File: src/rtl/pab_pkg.sv
package pab_pkg;

    typedef enum logic [2:0] {
        ST_IDLE,
        ST_ARMED,
        ST_WRITE,
        ST_RELEASE,
        ST_SETTLE
    } pab_state_e;

endpackage

File: src/rtl/pab_word_counter.sv
module pab_word_counter #(
    parameter int CNT_W = 8
) (
    input  logic             clk,
    input  logic             rst_n,
    input  logic             load,
    input  logic [CNT_W-1:0] load_val,
    input  logic             dec,
    output logic             last,
    output logic [CNT_W-1:0] count
);

    logic [CNT_W-1:0] cnt_q;

    always_ff @(posedge clk) begin
        if (!rst_n) begin
            cnt_q <= '0;
        end else if (load) begin
            cnt_q <= load_val;
        end else if (dec) begin
            cnt_q <= cnt_q - 1'b1;
        end
    end

    assign count = cnt_q;
    // A decrement while the count is zero is the underflow that ends the packet.
    assign last  = (cnt_q == '0);

    // every non-final decrement lowers the count by exactly one
    p_count_step_r5: assert property (@(posedge clk) disable iff (!rst_n)
        (dec && !load && !last) |=> (count == CNT_W'($past(count) - 1'b1)));

    // a load takes the presented value
    p_load_value_r2: assert property (@(posedge clk) disable iff (!rst_n)
        load |=> (count == $past(load_val)));

endmodule

File: src/rtl/pab_req_latch.sv
module pab_req_latch (
    input  logic clk,
    input  logic rst_n,
    input  logic enable,
    input  logic req,
    input  logic consume,
    output logic have_req
);

    logic pend_q;

    // A request is kept only while the channel is enabled; a move consumes it.
    always_ff @(posedge clk) begin
        if (!rst_n) begin
            pend_q <= 1'b0;
        end else if (!enable || consume) begin
            pend_q <= 1'b0;
        end else if (req) begin
            pend_q <= 1'b1;
        end
    end

    assign have_req = pend_q || (req && enable);

    // nothing stays pending across a disabled cycle
    p_no_pend_disabled_r8: assert property (@(posedge clk) disable iff (!rst_n)
        !enable |=> !pend_q);

    // a request that is not consumed while enabled is still pending next cycle
    p_hold_request_r9: assert property (@(posedge clk) disable iff (!rst_n)
        (enable && req && !consume) |=> pend_q);

endmodule

File: src/rtl/pab_ctrl.sv
module pab_ctrl
    import pab_pkg::*;
(
    input  logic clk,
    input  logic rst_n,
    input  logic pkt_ready,
    input  logic bytes_ok,
    input  logic fifo_valid,
    input  logic have_req,
    input  logic wready,
    input  logic last,
    output logic load,
    output logic move,
    output logic dec,
    output logic done_set,
    output logic err_set,
    output logic enabled,
    output logic wvalid,
    output logic release_o
);

    pab_state_e state_q, state_d;

    always_ff @(posedge clk) begin
        if (!rst_n) begin
            state_q <= ST_IDLE;
        end else begin
            state_q <= state_d;
        end
    end

    always_comb begin
        state_d = state_q;
        unique case (state_q)
            ST_IDLE: begin
                if (pkt_ready) begin
                    state_d = bytes_ok ? ST_ARMED : ST_RELEASE;
                end
            end
            ST_ARMED: begin
                if (have_req && fifo_valid) begin
                    state_d = ST_WRITE;
                end
            end
            ST_WRITE: begin
                if (wready) begin
                    state_d = last ? ST_RELEASE : ST_ARMED;
                end
            end
            ST_RELEASE: state_d = ST_SETTLE;
            ST_SETTLE: begin
                if (!pkt_ready) begin
                    state_d = ST_IDLE;
                end
            end
            default: state_d = ST_IDLE;
        endcase
    end

    always_comb begin
        load      = 1'b0;
        move      = 1'b0;
        dec       = 1'b0;
        done_set  = 1'b0;
        err_set   = 1'b0;
        enabled   = 1'b0;
        wvalid    = 1'b0;
        release_o = 1'b0;
        unique case (state_q)
            ST_IDLE: begin
                load    = pkt_ready && bytes_ok;
                err_set = pkt_ready && !bytes_ok;
            end
            ST_ARMED: begin
                enabled = 1'b1;
                move    = have_req && fifo_valid;
            end
            ST_WRITE: begin
                enabled  = 1'b1;
                wvalid   = 1'b1;
                dec      = wready;
                done_set = wready && last;
            end
            ST_RELEASE: release_o = 1'b1;
            ST_SETTLE: ;
            default: ;
        endcase
    end

    // a pop only happens with a word at the FIFO head
    p_pop_needs_data_r4: assert property (@(posedge clk) disable iff (!rst_n)
        move |-> fifo_valid);

    // the release strobe lasts one clock
    p_release_pulse_r7: assert property (@(posedge clk) disable iff (!rst_n)
        release_o |=> !release_o);

    // the channel is disabled in the step that completes the packet
    p_disable_on_done_r6: assert property (@(posedge clk) disable iff (!rst_n)
        done_set |=> (!enabled && release_o));

    // a new packet is not started while the previous one is still flagged
    p_settle_wait_r12: assert property (@(posedge clk) disable iff (!rst_n)
        (state_q == ST_SETTLE && pkt_ready) |=> (state_q == ST_SETTLE));

endmodule

File: src/rtl/pkt_audio_bridge.sv
module pkt_audio_bridge #(
    parameter int MAX_BYTES = 288,
    parameter int BC_W      = 10,
    parameter int DATA_W    = 16
) (
    input  logic              clk,
    input  logic              rst_n,
    input  logic              pkt_ready,
    input  logic [BC_W-1:0]   pkt_bytes,
    input  logic              fifo_rd_valid,
    input  logic [DATA_W-1:0] fifo_rd_data,
    output logic              fifo_rd_pop,
    input  logic              aud_req,
    output logic [DATA_W-1:0] aud_wdata,
    output logic              aud_wvalid,
    input  logic              aud_wready,
    output logic              busy,
    output logic              irq,
    output logic              err,
    input  logic              flag_ack,
    output logic              buf_release
);

    localparam int WORDS_MAX = MAX_BYTES / 2;
    localparam int CNT_W     = (WORDS_MAX > 1) ? $clog2(WORDS_MAX) : 1;

    logic              bytes_ok;
    logic [BC_W-1:0]   half_m1;
    logic              load, move, dec, done_set, err_set;
    logic              enabled, wvalid, release_s;
    logic              have_req, last;
    logic [CNT_W-1:0]  count;
    logic [DATA_W-1:0] word_q;
    logic              irq_q, err_q;

    // Legal counts are even, nonzero and within the endpoint's maximum packet.
    assign bytes_ok = (pkt_bytes != '0) && !pkt_bytes[0]
                      && (pkt_bytes <= BC_W'(MAX_BYTES));
    assign half_m1  = (pkt_bytes >> 1) - 1'b1;

    pab_ctrl u_ctrl (
        .clk        (clk),
        .rst_n      (rst_n),
        .pkt_ready  (pkt_ready),
        .bytes_ok   (bytes_ok),
        .fifo_valid (fifo_rd_valid),
        .have_req   (have_req),
        .wready     (aud_wready),
        .last       (last),
        .load       (load),
        .move       (move),
        .dec        (dec),
        .done_set   (done_set),
        .err_set    (err_set),
        .enabled    (enabled),
        .wvalid     (wvalid),
        .release_o  (release_s)
    );

    pab_req_latch u_req (
        .clk      (clk),
        .rst_n    (rst_n),
        .enable   (enabled),
        .req      (aud_req),
        .consume  (move),
        .have_req (have_req)
    );

    pab_word_counter #(.CNT_W(CNT_W)) u_cnt (
        .clk      (clk),
        .rst_n    (rst_n),
        .load     (load),
        .load_val (half_m1[CNT_W-1:0]),
        .dec      (dec),
        .last     (last),
        .count    (count)
    );

    always_ff @(posedge clk) begin
        if (!rst_n) begin
            word_q <= '0;
        end else if (move) begin
            word_q <= fifo_rd_data;
        end
    end

    // Setting a flag takes priority over a simultaneous acknowledge.
    always_ff @(posedge clk) begin
        if (!rst_n) begin
            irq_q <= 1'b0;
            err_q <= 1'b0;
        end else begin
            if (done_set)      irq_q <= 1'b1;
            else if (flag_ack) irq_q <= 1'b0;
            if (err_set)       err_q <= 1'b1;
            else if (flag_ack) err_q <= 1'b0;
        end
    end

    assign fifo_rd_pop = move;
    assign aud_wdata   = word_q;
    assign aud_wvalid  = wvalid;
    assign busy        = enabled;
    assign irq         = irq_q;
    assign err         = err_q;
    assign buf_release = release_s;

    // a stalled write keeps its word
    p_wvalid_hold_r11: assert property (@(posedge clk) disable iff (!rst_n)
        (aud_wvalid && !aud_wready) |=> (aud_wvalid && $stable(aud_wdata)));

    // the interrupt rises only right after an accepted final write
    p_irq_after_word_r6: assert property (@(posedge clk) disable iff (!rst_n)
        $rose(irq) |-> ($past(aud_wvalid && aud_wready) && !busy));

    // a bad count never enables the channel and still releases the buffer
    p_err_no_start_r10: assert property (@(posedge clk) disable iff (!rst_n)
        $rose(err) |-> (!busy && buf_release));

    // the channel stays enabled while the counter has words left
    p_no_early_stop_r5: assert property (@(posedge clk) disable iff (!rst_n)
        (aud_wvalid && aud_wready && count != '0) |=> busy);

endmodule

File: config.mk
export PLATFORM = sky130hd
export DESIGN_NAME = pkt_audio_bridge
export DESIGN_NICKNAME = d
export VERILOG_FILES = /design/src/rtl/pab_pkg.sv /design/src/rtl/pab_word_counter.sv /design/src/rtl/pab_req_latch.sv /design/src/rtl/pab_ctrl.sv /design/src/rtl/pkt_audio_bridge.sv
export SDC_FILE = /design/constraint.sdc
export NUM_CORES = 1
export LEC_CHECK = 0
export ABC_CLOCK_PERIOD_IN_PS = 4310
export BUFFER_PORTS_ARGS = -buffer_cell sky130_fd_sc_hd__buf_4
export CAP_MARGIN = 20
export CORE_UTILIZATION = 35
export CTS_BUF_LIST = sky130_fd_sc_hd__clkbuf_8
export DETAILED_ROUTE_END_ITERATION = 8
export GPL_TIMING_DRIVEN = 0
export PLACE_DENSITY_LB_ADDON = 0.05
export SLEW_MARGIN = 20
export SYNTH_ARGS = -nofsm -noshare
export SYNTH_HDL_FRONTEND = slang
export SYNTH_SLANG_ARGS = --single-unit
File: constraint.sdc
create_clock -name clk -period 4.31 [get_ports clk]
set_input_delay 0.862 -clock clk [delete_from_list [all_inputs] [get_ports clk]]
set_output_delay 0.862 -clock clk [all_outputs]
set_load 0.02 [all_outputs]
==> impl_metrics.yaml, run 1 <==
power:
  finalPower_uw: 755
  pwr_density_cell_nw_per_um2: 364
  pwr-share-seq_pct: 42.3
  intPower_uw: 536
  p_switching_uw: 219
  pwr-share-comb_pct: 29.2
  leakagePower_uw: 0.000918
  ir_drop_mv: 0.180
  swShare_pct: 29.0
  p_clk_share_pct: 28.5
sta:
  period_share_pct: 75.9
  hold_viol: 0
  setup_viol: 0
  maxSlewHeadroom_pct: 69.3
  fmax_mhz: 306
  period_minus_slack_ns: 3.27
  fin_hold_ws_ns: 0.464
  slew_viol_final: 0
  rsz0062_at_grt: "false"
  skew_ns: 0.00230
  tightestPinTransition_ns: 0.457
  setup-tns-final_ns: 0
clock_network:
  cts.repair.resized: 0
  cts_tree: "built"
  clkTransAtPathRegs_ns: 0.06
  cts_buffers: 5
  cts.sinks: 30
  post_cts_buffers: 0
  postCtsHoldBufs: 0
  cts_max_path_buffers: 2
  htree_levels: 2
  root_buffer: "clkbuf_8"
  clock_latency_ns: 0.27
place:
  gp_congestion: 0.857
  io_buffers: 53
  place_hpwl_mm: 2.78
routing:
  drt_iter0_markers: 31
  drtAntennaViolNets: 0
  vias: 1386
  wl_per_cell_um: 12.0
  drc: 0
  routed_wirelength_mm: 3.45
  vias_per_cell: 4.80
  firstDrtPassIters: 4
setup_path:
  cp.arrival_ns: 3.44
  start_kind: "input port"
  critPathRequiredTime_ns: 4.48
  path_class: "input port to flip-flop"
  crit_path_end_kind: "flip-flop"
  worstPathMaxFanout: 10
cells_and_area:
  fin_nets: 274
  syn_to_final_growth_pct: 35.4
  n_antenna_cell: 0
  drive_gt1_share_pct: 28.9
  n_fill_cell: 426
floorplan:
  io_pins: 55
  start_util_pct: 37.2
  die_x_um: 68.2
  die_area_um2: 4650
  die_y_um: 68.2
  placementRows: 23
  core_um2: 4120
synth:
  async_flop_share_pct: 0
  ys_seq_elements: 30
  syn_inst: 180
  synth-edff-count: 0
  synth.yosys.seq_area_share_pct: 39.2
  synth.net_count: 214
  netlist_area_um2: 1530
  netlist-cell-type-count: 40
  synth_area_per_cell_um2: 8.52
  synth_flop_cell: "dfxtp_1"
  yosysWarnings: 0
worst_hold_path:
  hold_class: "flip-flop to flip-flop"
global_routing:
  grt_pass1_vias: 1173
  grt_max_degree: 11
  antenna_found_initial: 0
  grt-ovfl-total: 0
  grt_usage_pct: 15.5
  grt_pass1_wl_mm: 5.24
job:
  maxCapViolations: 0
status:
  run_status: "finished, final reports clean"
==> power by group through the flow <==
stage	clock, uW	combinational (uW)	sequential (uW)
finish	215	220	319
floorplan	0	139	332
global route	235	245	323
detailed placement	0	221	325
CTS	224	222	320
global placement	0	217	324
==> per-stage QoR <==
step / std cells / worst slack (ns) / area (um^2) / util [%]
2_1_floorplan: 180 / 1.07 / 1530 / -
3_3_place_gp: 283 / 0.732 / 1990 / 48.4
3_5_place_dp: 283 / 0.733 / 1990 / 48.4
4_1_cts: 289 / 1.01 / 2080 / 50.4
5_1_grt: 289 / 0.833 / 2080 / 50.4
6_report: 289 / 1.04 / 2080 / 50.4
==> layout make-up <==
type | instances | area [um^2] | area share (%)
buffer | 10 | 73.8 | 3.56
clock buffer | 6 | 82.6 | 3.98
timing repair buffer | 53 | 398 | 19.2
inverter | 3 | 11.3 | 0.542
multi-input combinational | 137 | 847 | 40.8
sequential | 30 | 601 | 28.9
tap | 50 | 62.6 | 3.01
==> sequential cells by signal, summed over array words and instances (netlist names) <==
name / cells
aud_wdata: 16
u_cnt.count: 8
u_ctrl.state_q: 3
err: 1
irq: 1
u_req.pend_q: 1
==> final timing paths <==
path                            slack, ns         startpoint  cells past startpoint             end
worst min register to register       0.46       aud_wdata[5]                      2    aud_wdata[5]
worst min-delay path                 0.46       aud_wdata[5]                      2    aud_wdata[5]
worst max register to register       1.62  u_ctrl.state_q[1]                     11  u_cnt.count[6]
worst max-delay path                 1.04       pkt_bytes[3]                     12  u_cnt.count[6]
==> cell families (layout without fill, tap and decap cells) <==
| group | Yosys count | in the layout | share of synthesized area [%] |
|---|---|---|---|
| compound gates | 38 | 38 | 18.9 |
| xor+xnor | 14 | 14 | 8.00 |
| fa+ha+maj | 1 | 1 | 0.816 |
| buf+inv | 13 | 72 | 5.55 |
| flops | 30 | 30 | 39.2 |
| mux | 4 | 4 | 2.61 |
| simple gates | 80 | 80 | 25.0 |
==> worst max-delay path, cell delays in order <==
cell     delay (ns)
buf_4          0.12
or4_1          0.51
a32oi_1        0.22
and4_1         0.23
buf_6          0.14
buf_12         0.12
mux2i_1        0.18
ha_1           0.22
nand2_1        0.11
or3_1          0.37
xnor2_1        0.14
o211a_1        0.20
==> cells in the mapped netlist (all sizes together), types with 2 or more instances <==
cell type,instances,area share (%)
o211a,6,3.9
or3,4,1.6
nand2,43,11
nand2b,3,1.2
nor2,9,2.2
a21oi,4,1.3
buf,7,4.1
a21boi,16,7.8
inv,2,0.49
and2,2,0.82
o21ai,4,1.3
clkbuf,3,0.73
mux2i,4,2.6
nor3,3,0.98
and3b,2,1.1
xnor2,11,6.3
xor2,3,1.7
dfxtp,30,39
nand3,3,0.98
nor2b,3,1.2
==> per-layer routing <==
layer / vias up / GRT usage, % / share of wire, %
li1: 732 / - / -
met1: 603 / 17.9 / 44
met2: 46 / 26.3 / 46
met3: 5 / 5.17 / 8.0
met4: 0 / 5.47 / 1.4
met5: - / 0 / 0
==> cells in the final DEF (no fill, tap or decap), drive strengths merged <==
cell type  Yosys  routed
mux2i          4       4
nand3b         1       1
nor2           9       9
a21oi          4       4
and4           1       1
o211a          6       6
and2           2       2
o22ai          1       1
o2111a         1       1
or3            4       4
clkinv         1       1
nor4b          1       1
xor2           3       3
a21boi        16      16
dfxtp         30      30
xnor2         11      11
or2            1       1
nand2b         3       3
nor3           3       3
a32oi          1       1
o21a           1       1
buf            7      60
nand2         43      43
a41oi          1       1
and4bb         1       1
o21ai          4       4
nor4           1       1
clkbuf         3       9
a31oi          1       1
inv            2       2
nor3b          1       1
ha             1       1
o311a          1       1
nor2b          3       3
nand3          3       3
o32ai          1       1
or4            1       1
and3b          2       2
No activity file was read; power rests on OpenSTA's default activity.
==> run 2: changes to the inputs <==
--- a/config.mk
+++ b/config.mk
@@ -5,7 +5,8 @@
 export SDC_FILE = /design/constraint.sdc
 export NUM_CORES = 1
 export LEC_CHECK = 0
-export ABC_CLOCK_PERIOD_IN_PS = 4310
+export ABC_AREA = 1
+export ABC_CLOCK_PERIOD_IN_PS = 2800
 export BUFFER_PORTS_ARGS = -buffer_cell sky130_fd_sc_hd__buf_4
 export CAP_MARGIN = 20
 export CORE_UTILIZATION = 35
==> constraint.sdc (replaced) <==
create_clock -name clk -period 2.8 [get_ports clk]
set_input_delay 0.56 -clock clk [delete_from_list [all_inputs] [get_ports clk]]
set_output_delay 0.56 -clock clk [all_outputs]
set_load 0.02 [all_outputs]
==> impl_metrics.yaml, run 2 <==
cells_and_area:
  syn_to_final_growth_pct: 35.3
  fin_nets: 324
  mostFrequentLayoutCells: "54 x buf_4, 41 x nor2_1, 33 x inv_1"
  final_common_cell: "buf_4"
  drive_gt1_share_pct: 31.7
  largest_reg_flops: 16
  n_antenna_cell: 0
  n_fill_cell: 473
clock_network:
  cts_tree: "built"
  cts.sinks: 30
  root_buffer: "clkbuf_8"
  cts_buffers: 5
  cts.repair.resized: 0
  clkTransAtPathRegs_ns: 0.07
  cts_max_path_buffers: 2
  postCtsHoldBufs: 0
  post_cts_buffers: 0
  clock_latency_ns: 0.28
  htree_levels: 2
power:
  pwr_density_cell_nw_per_um2: 830
  ir_drop_mv: 0.374
  leakagePower_uw: 0.00114
setup_path:
  critPathRequiredTime_ns: 2.24
  worstPathMaxFanout: 10
  cp.arrival_ns: 1.84
  r2r_cells: 8
  rrSetupSlack_ns: 0.98
  path_class: "flip-flop to primary output"
  rr_endpoint: "aud_wdata[1]"
  timing.rr.start: "u_ctrl.state_q[0]"
  crit_path_end_kind: "primary output"
  start_kind: "flip-flop"
synth:
  syn_inst: 230
  synth-edff-count: 0
  yosysWarnings: 0
  synth_area_per_cell_um2: 7.09
  ys_top_cells_by_area: "dfxtp_1 37%, nor2_1 9.4%, o21ai_0 7.7%"
  synth.yosys.seq_area_share_pct: 36.8
  synth_top_cell_by_area: "dfxtp_1"
  ys_seq_elements: 30
  synth_top_cells_by_count: "41 x nor2_1, 33 x inv_1, 30 x dfxtp_1, 25 x o21ai_0, 23 x nand2_1"
  synth_flop_cell: "dfxtp_1"
  netlist_area_um2: 1630
  netlist-cell-type-count: 31
  synth_top_cell_area_share_pct: 36.8
  synth.most_common_cell: "nor2_1"
  synth.net_count: 264
  async_flop_share_pct: 0
job:
  maxCapViolations: 0
worst_hold_path:
  hold_class: "flip-flop to flip-flop"
  worstHoldStart: "err"
  whs_path_depth: 2
  min_delay_worst_endpoint: "err"
global_routing:
  grt_max_degree: 11
  grt-ovfl-total: 0
  grt_pass1_wl_mm: 6.30
  grt_usage_pct: 16.0
  grt_pass1_vias: 1445
  antenna_found_initial: 0
place:
  gp_congestion: 0.777
  place_hpwl_mm: 2.82
  io_buffers: 53
sta:
  fmax_mhz: 416
  setup-tns-final_ns: 0
  hold_viol: 0
  period_minus_slack_ns: 2.40
  maxSlewHeadroom_pct: 65.7
  setup_viol: 0
  fin_hold_ws_ns: 0.465
  tightestPinTransition_ns: 0.513
  period_share_pct: 85.8
  slew_viol_final: 0
  rsz0062_at_grt: "false"
  skew_ns: 0.00320
floorplan:
  placementRows: 24
  die_y_um: 70.3
  die_area_um2: 4940
  die_x_um: 70.3
  io_pins: 55
  start_util_pct: 36.9
  core_um2: 4410
routing:
  wl_per_cell_um: 11.0
  vias: 1566
  drc: 0
  vias_per_cell: 4.58
  firstDrtPassIters: 4
  drtAntennaViolNets: 0
  drt_iter0_markers: 49
  routed_wirelength_mm: 3.75
status:
  run_status: "finished, final reports clean"
[run 2: changes by cell type after synthesis, sizes merged, moves of 5 or more]
cell,before,now
a21boi,16,2
a21oi,4,10
inv,2,34
nand2,43,38
nand3,3,13
nand4,0,11
nor2,9,49
o211a,6,1
o21ai,4,25
xnor2,11,0
[run 2: logic make-up (layout without fill, tap and decap cells)]
group | after synthesis | after routing | share of synthesized area, %
AND/OR/NAND/NOR | 115 | 115 | 37.1
AO/OA/AOI/OAI | 43 | 43 | 15.0
buffers and inverters | 41 | 101 | 10.3
flip-flops | 30 | 30 | 36.8
adder cells (fa/ha/maj) | 1 | 1 | 0.767
[run 2: cell type report]
class | instances | area, um^2 | share of cell area [%]
buffer | 7 | 40.0 | 1.82
sequential | 30 | 601 | 27.2
clock buffer | 6 | 82.6 | 3.74
timing repair buffer | 53 | 398 | 18.0
multi-input combinational | 159 | 862 | 39.1
inverter | 34 | 128 | 5.79
clock inverter | 1 | 30.0 | 1.36
tap | 52 | 65.1 | 2.95
[run 2: stage by stage]
step / cells / power, uW / setup WS (ns) / area (um^2) / utilization (%)
final: 342 / 1830 / 0.397 / 2210 / 50.0
after global routing: 342 / 1970 / 0.204 / 2210 / 50.0
after CTS: 342 / 1850 / 0.349 / 2210 / 50.0
after global placement: 335 / 1390 / 0.587 / 2090 / 47.4
after floorplan: 230 / 1160 / 0.901 / 1630 / -
after detailed placement: 335 / 1390 / 0.565 / 2090 / 47.4
[run 2: worst max-delay path, stage by stage (launching register included)]
cell	delay [ns]
dfxtp_1	0.34
inv_1	0.07
nor3_2	0.18
inv_1	0.08
nor2_1	0.41
buf_2	0.31
buf_4	0.17
[run 2: power breakdown]
group,switching (uW),internal (uW)
Combinational,500,318
Sequential,43.5,519
Clock,167,285
[run 2: worst max-delay path by stage]
stage / start / end / slack [ns] / cells after the start
5_1_grt: u_ctrl.state_q[0] / fifo_rd_pop / 0.20 / 6
4_1_cts: u_ctrl.state_q[0] / fifo_rd_pop / 0.35 / 6
3_3_place_gp: aud_req / fifo_rd_pop / 0.59 / 5
6_report: u_ctrl.state_q[0] / fifo_rd_pop / 0.40 / 6
2_1_floorplan: pkt_bytes[9] / u_cnt.count[2] / 0.90 / 10
3_5_place_dp: aud_req / fifo_rd_pop / 0.56 / 5
[run 2: layer usage]
metal / vias to the layer above / global-route usage [%] / wire length (um)
li1: 856 / - / -
met1: 661 / 20.6 / 1850
met2: 44 / 25.4 / 1660
met3: 5 / 4.47 / 209
met4: 0 / 6.00 / 34
met5: - / 0 / 0
==> run 3: changes to the inputs <==
--- a/config.mk
+++ b/config.mk
@@ -9,6 +9,7 @@
 export ABC_CLOCK_PERIOD_IN_PS = 2800
 export BUFFER_PORTS_ARGS = -buffer_cell sky130_fd_sc_hd__buf_4
 export CAP_MARGIN = 20
+export CORE_MARGIN = 2
 export CORE_UTILIZATION = 35
 export CTS_BUF_LIST = sky130_fd_sc_hd__clkbuf_8
 export DETAILED_ROUTE_END_ITERATION = 8
==> impl_metrics.yaml, run 3 (synthesis results as in run 2) <==
status:
  run_status: "finished, final reports clean"
cells_and_area:
  n_antenna_cell: 0
  final_common_cell: "buf_4"
  drive_gt1_share_pct: 31.6
  fin_nets: 324
  syn_to_final_growth_pct: 34.0
  mostFrequentLayoutCells: "54 x buf_4, 41 x nor2_1, 34 x inv_1"
  largest_reg_flops: 16
sta:
  skew_ns: 0.00306
  rsz0062_at_grt: "false"
  period_share_pct: 85.5
  tightestPinTransition_ns: 0.517
  period_minus_slack_ns: 2.40
  slew_viol_final: 0
  setup_viol: 0
  fmax_mhz: 418
  hold_viol: 0
  setup-tns-final_ns: 0
  maxSlewHeadroom_pct: 65.4
power:
  pwr-share-comb_pct: 47.1
  finalPower_uw: 1740
  pwr-share-seq_pct: 32.4
  p_clk_share_pct: 20.5
  intPower_uw: 1030
  swShare_pct: 40.6
  pwr_density_cell_nw_per_um2: 794
  leakagePower_uw: 0.00114
  ir_drop_mv: 0.329
  p_switching_uw: 705
setup_path:
  critPathRequiredTime_ns: 2.24
  worstPathMaxFanout: 10
  start_kind: "flip-flop"
  rrSetupSlack_ns: 0.99
  path_class: "flip-flop to primary output"
  crit_path_end_kind: "primary output"
  cp.arrival_ns: 1.84
clock_network:
  htree_levels: 2
  root_buffer: "clkbuf_8"
  cts.sinks: 30
  clkTransAtPathRegs_ns: 0.06
  cts_tree: "built"
  cts_max_path_buffers: 2
  post_cts_buffers: 0
  cts.repair.resized: 0
  clock_latency_ns: 0.28
  cts_buffers: 5
  postCtsHoldBufs: 0
routing:
  routed_wirelength_mm: 3.74
  drt_iter0_markers: 62
  vias_per_cell: 4.61
  drc: 0
  wl_per_cell_um: 10.9
  vias: 1582
  drtAntennaViolNets: 0
  firstDrtPassIters: 4
floorplan:
  core_um2: 4410
  die_area_um2: 5220
  start_util_pct: 36.9
  die_y_um: 72.3
  placementRows: 24
  die_x_um: 72.3
  io_pins: 55
place:
  io_buffers: 53
  gp_congestion: 0.795
  place_hpwl_mm: 2.89
global_routing:
  grt_max_degree: 11
  grt_pass1_wl_mm: 6.41
  grt_usage_pct: 15.7
  antenna_found_initial: 0
  grt-ovfl-total: 0
  grt_pass1_vias: 1468
worst_hold_path:
  hold_class: "flip-flop to flip-flop"
job:
  maxCapViolations: 0
## run 3: final timing paths
path	from	endpoint	cells after the start
worst min-delay path	err	err	2
worst min register to register	err	err	2
worst max-delay path	u_ctrl.state_q[0]	fifo_rd_pop	6
worst max register to register	u_ctrl.state_q[0]	aud_wdata[11]	8
## run 3: layout make-up
class | count | area, um^2
fillers | 466 | 2230
repair buffers | 53 | 398
clock inverters | 2 | 8.76
flip-flops and latches | 30 | 601
well taps | 52 | 65.1
clock buffers | 6 | 82.6
multi-input cells | 159 | 862
plain buffers | 7 | 40.0
inverters | 34 | 128
## run 3: critical path, stage by stage (launching register included)
cell and delay, ns:
dfxtp_1 0.34, inv_1 0.07, nor3_2 0.17, inv_1 0.08
nor2_1 0.41, buf_2 0.30, buf_4 0.17
## run 3: stage by stage
step	area (um^2)	utilization, %	hold slack (ns)	cells	worst slack (ns)
finish	2180	49.5	0.462	343	0.405
global route	2180	49.5	0.480	343	0.201
CTS	2180	49.5	0.465	343	0.353
detailed placement	2090	47.4	0.455	335	0.558
global placement	2090	47.4	0.456	335	0.556
floorplan	1630	-	0.463	230	0.901
## run 3: power groups by stage
stage	clock (uW)	combinational, uW	sequential (uW)
floorplan	0	545	614
global route	392	916	575
finish	356	817	563
detailed placement	0	821	571
global placement	0	818	569
CTS	369	824	563
## run 3: per-layer routing
| metal | share of wire, % | up-vias | GRT usage (%) |
|---|---|---|---|
| met5 | 0 | - | 0 |
| met4 | 1.4 | 0 | 6.29 |
| met3 | 6.8 | 5 | 4.58 |
| met2 | 44 | 43 | 24.8 |
| met1 | 48 | 675 | 20.1 |
| li1 | - | 859 | - |
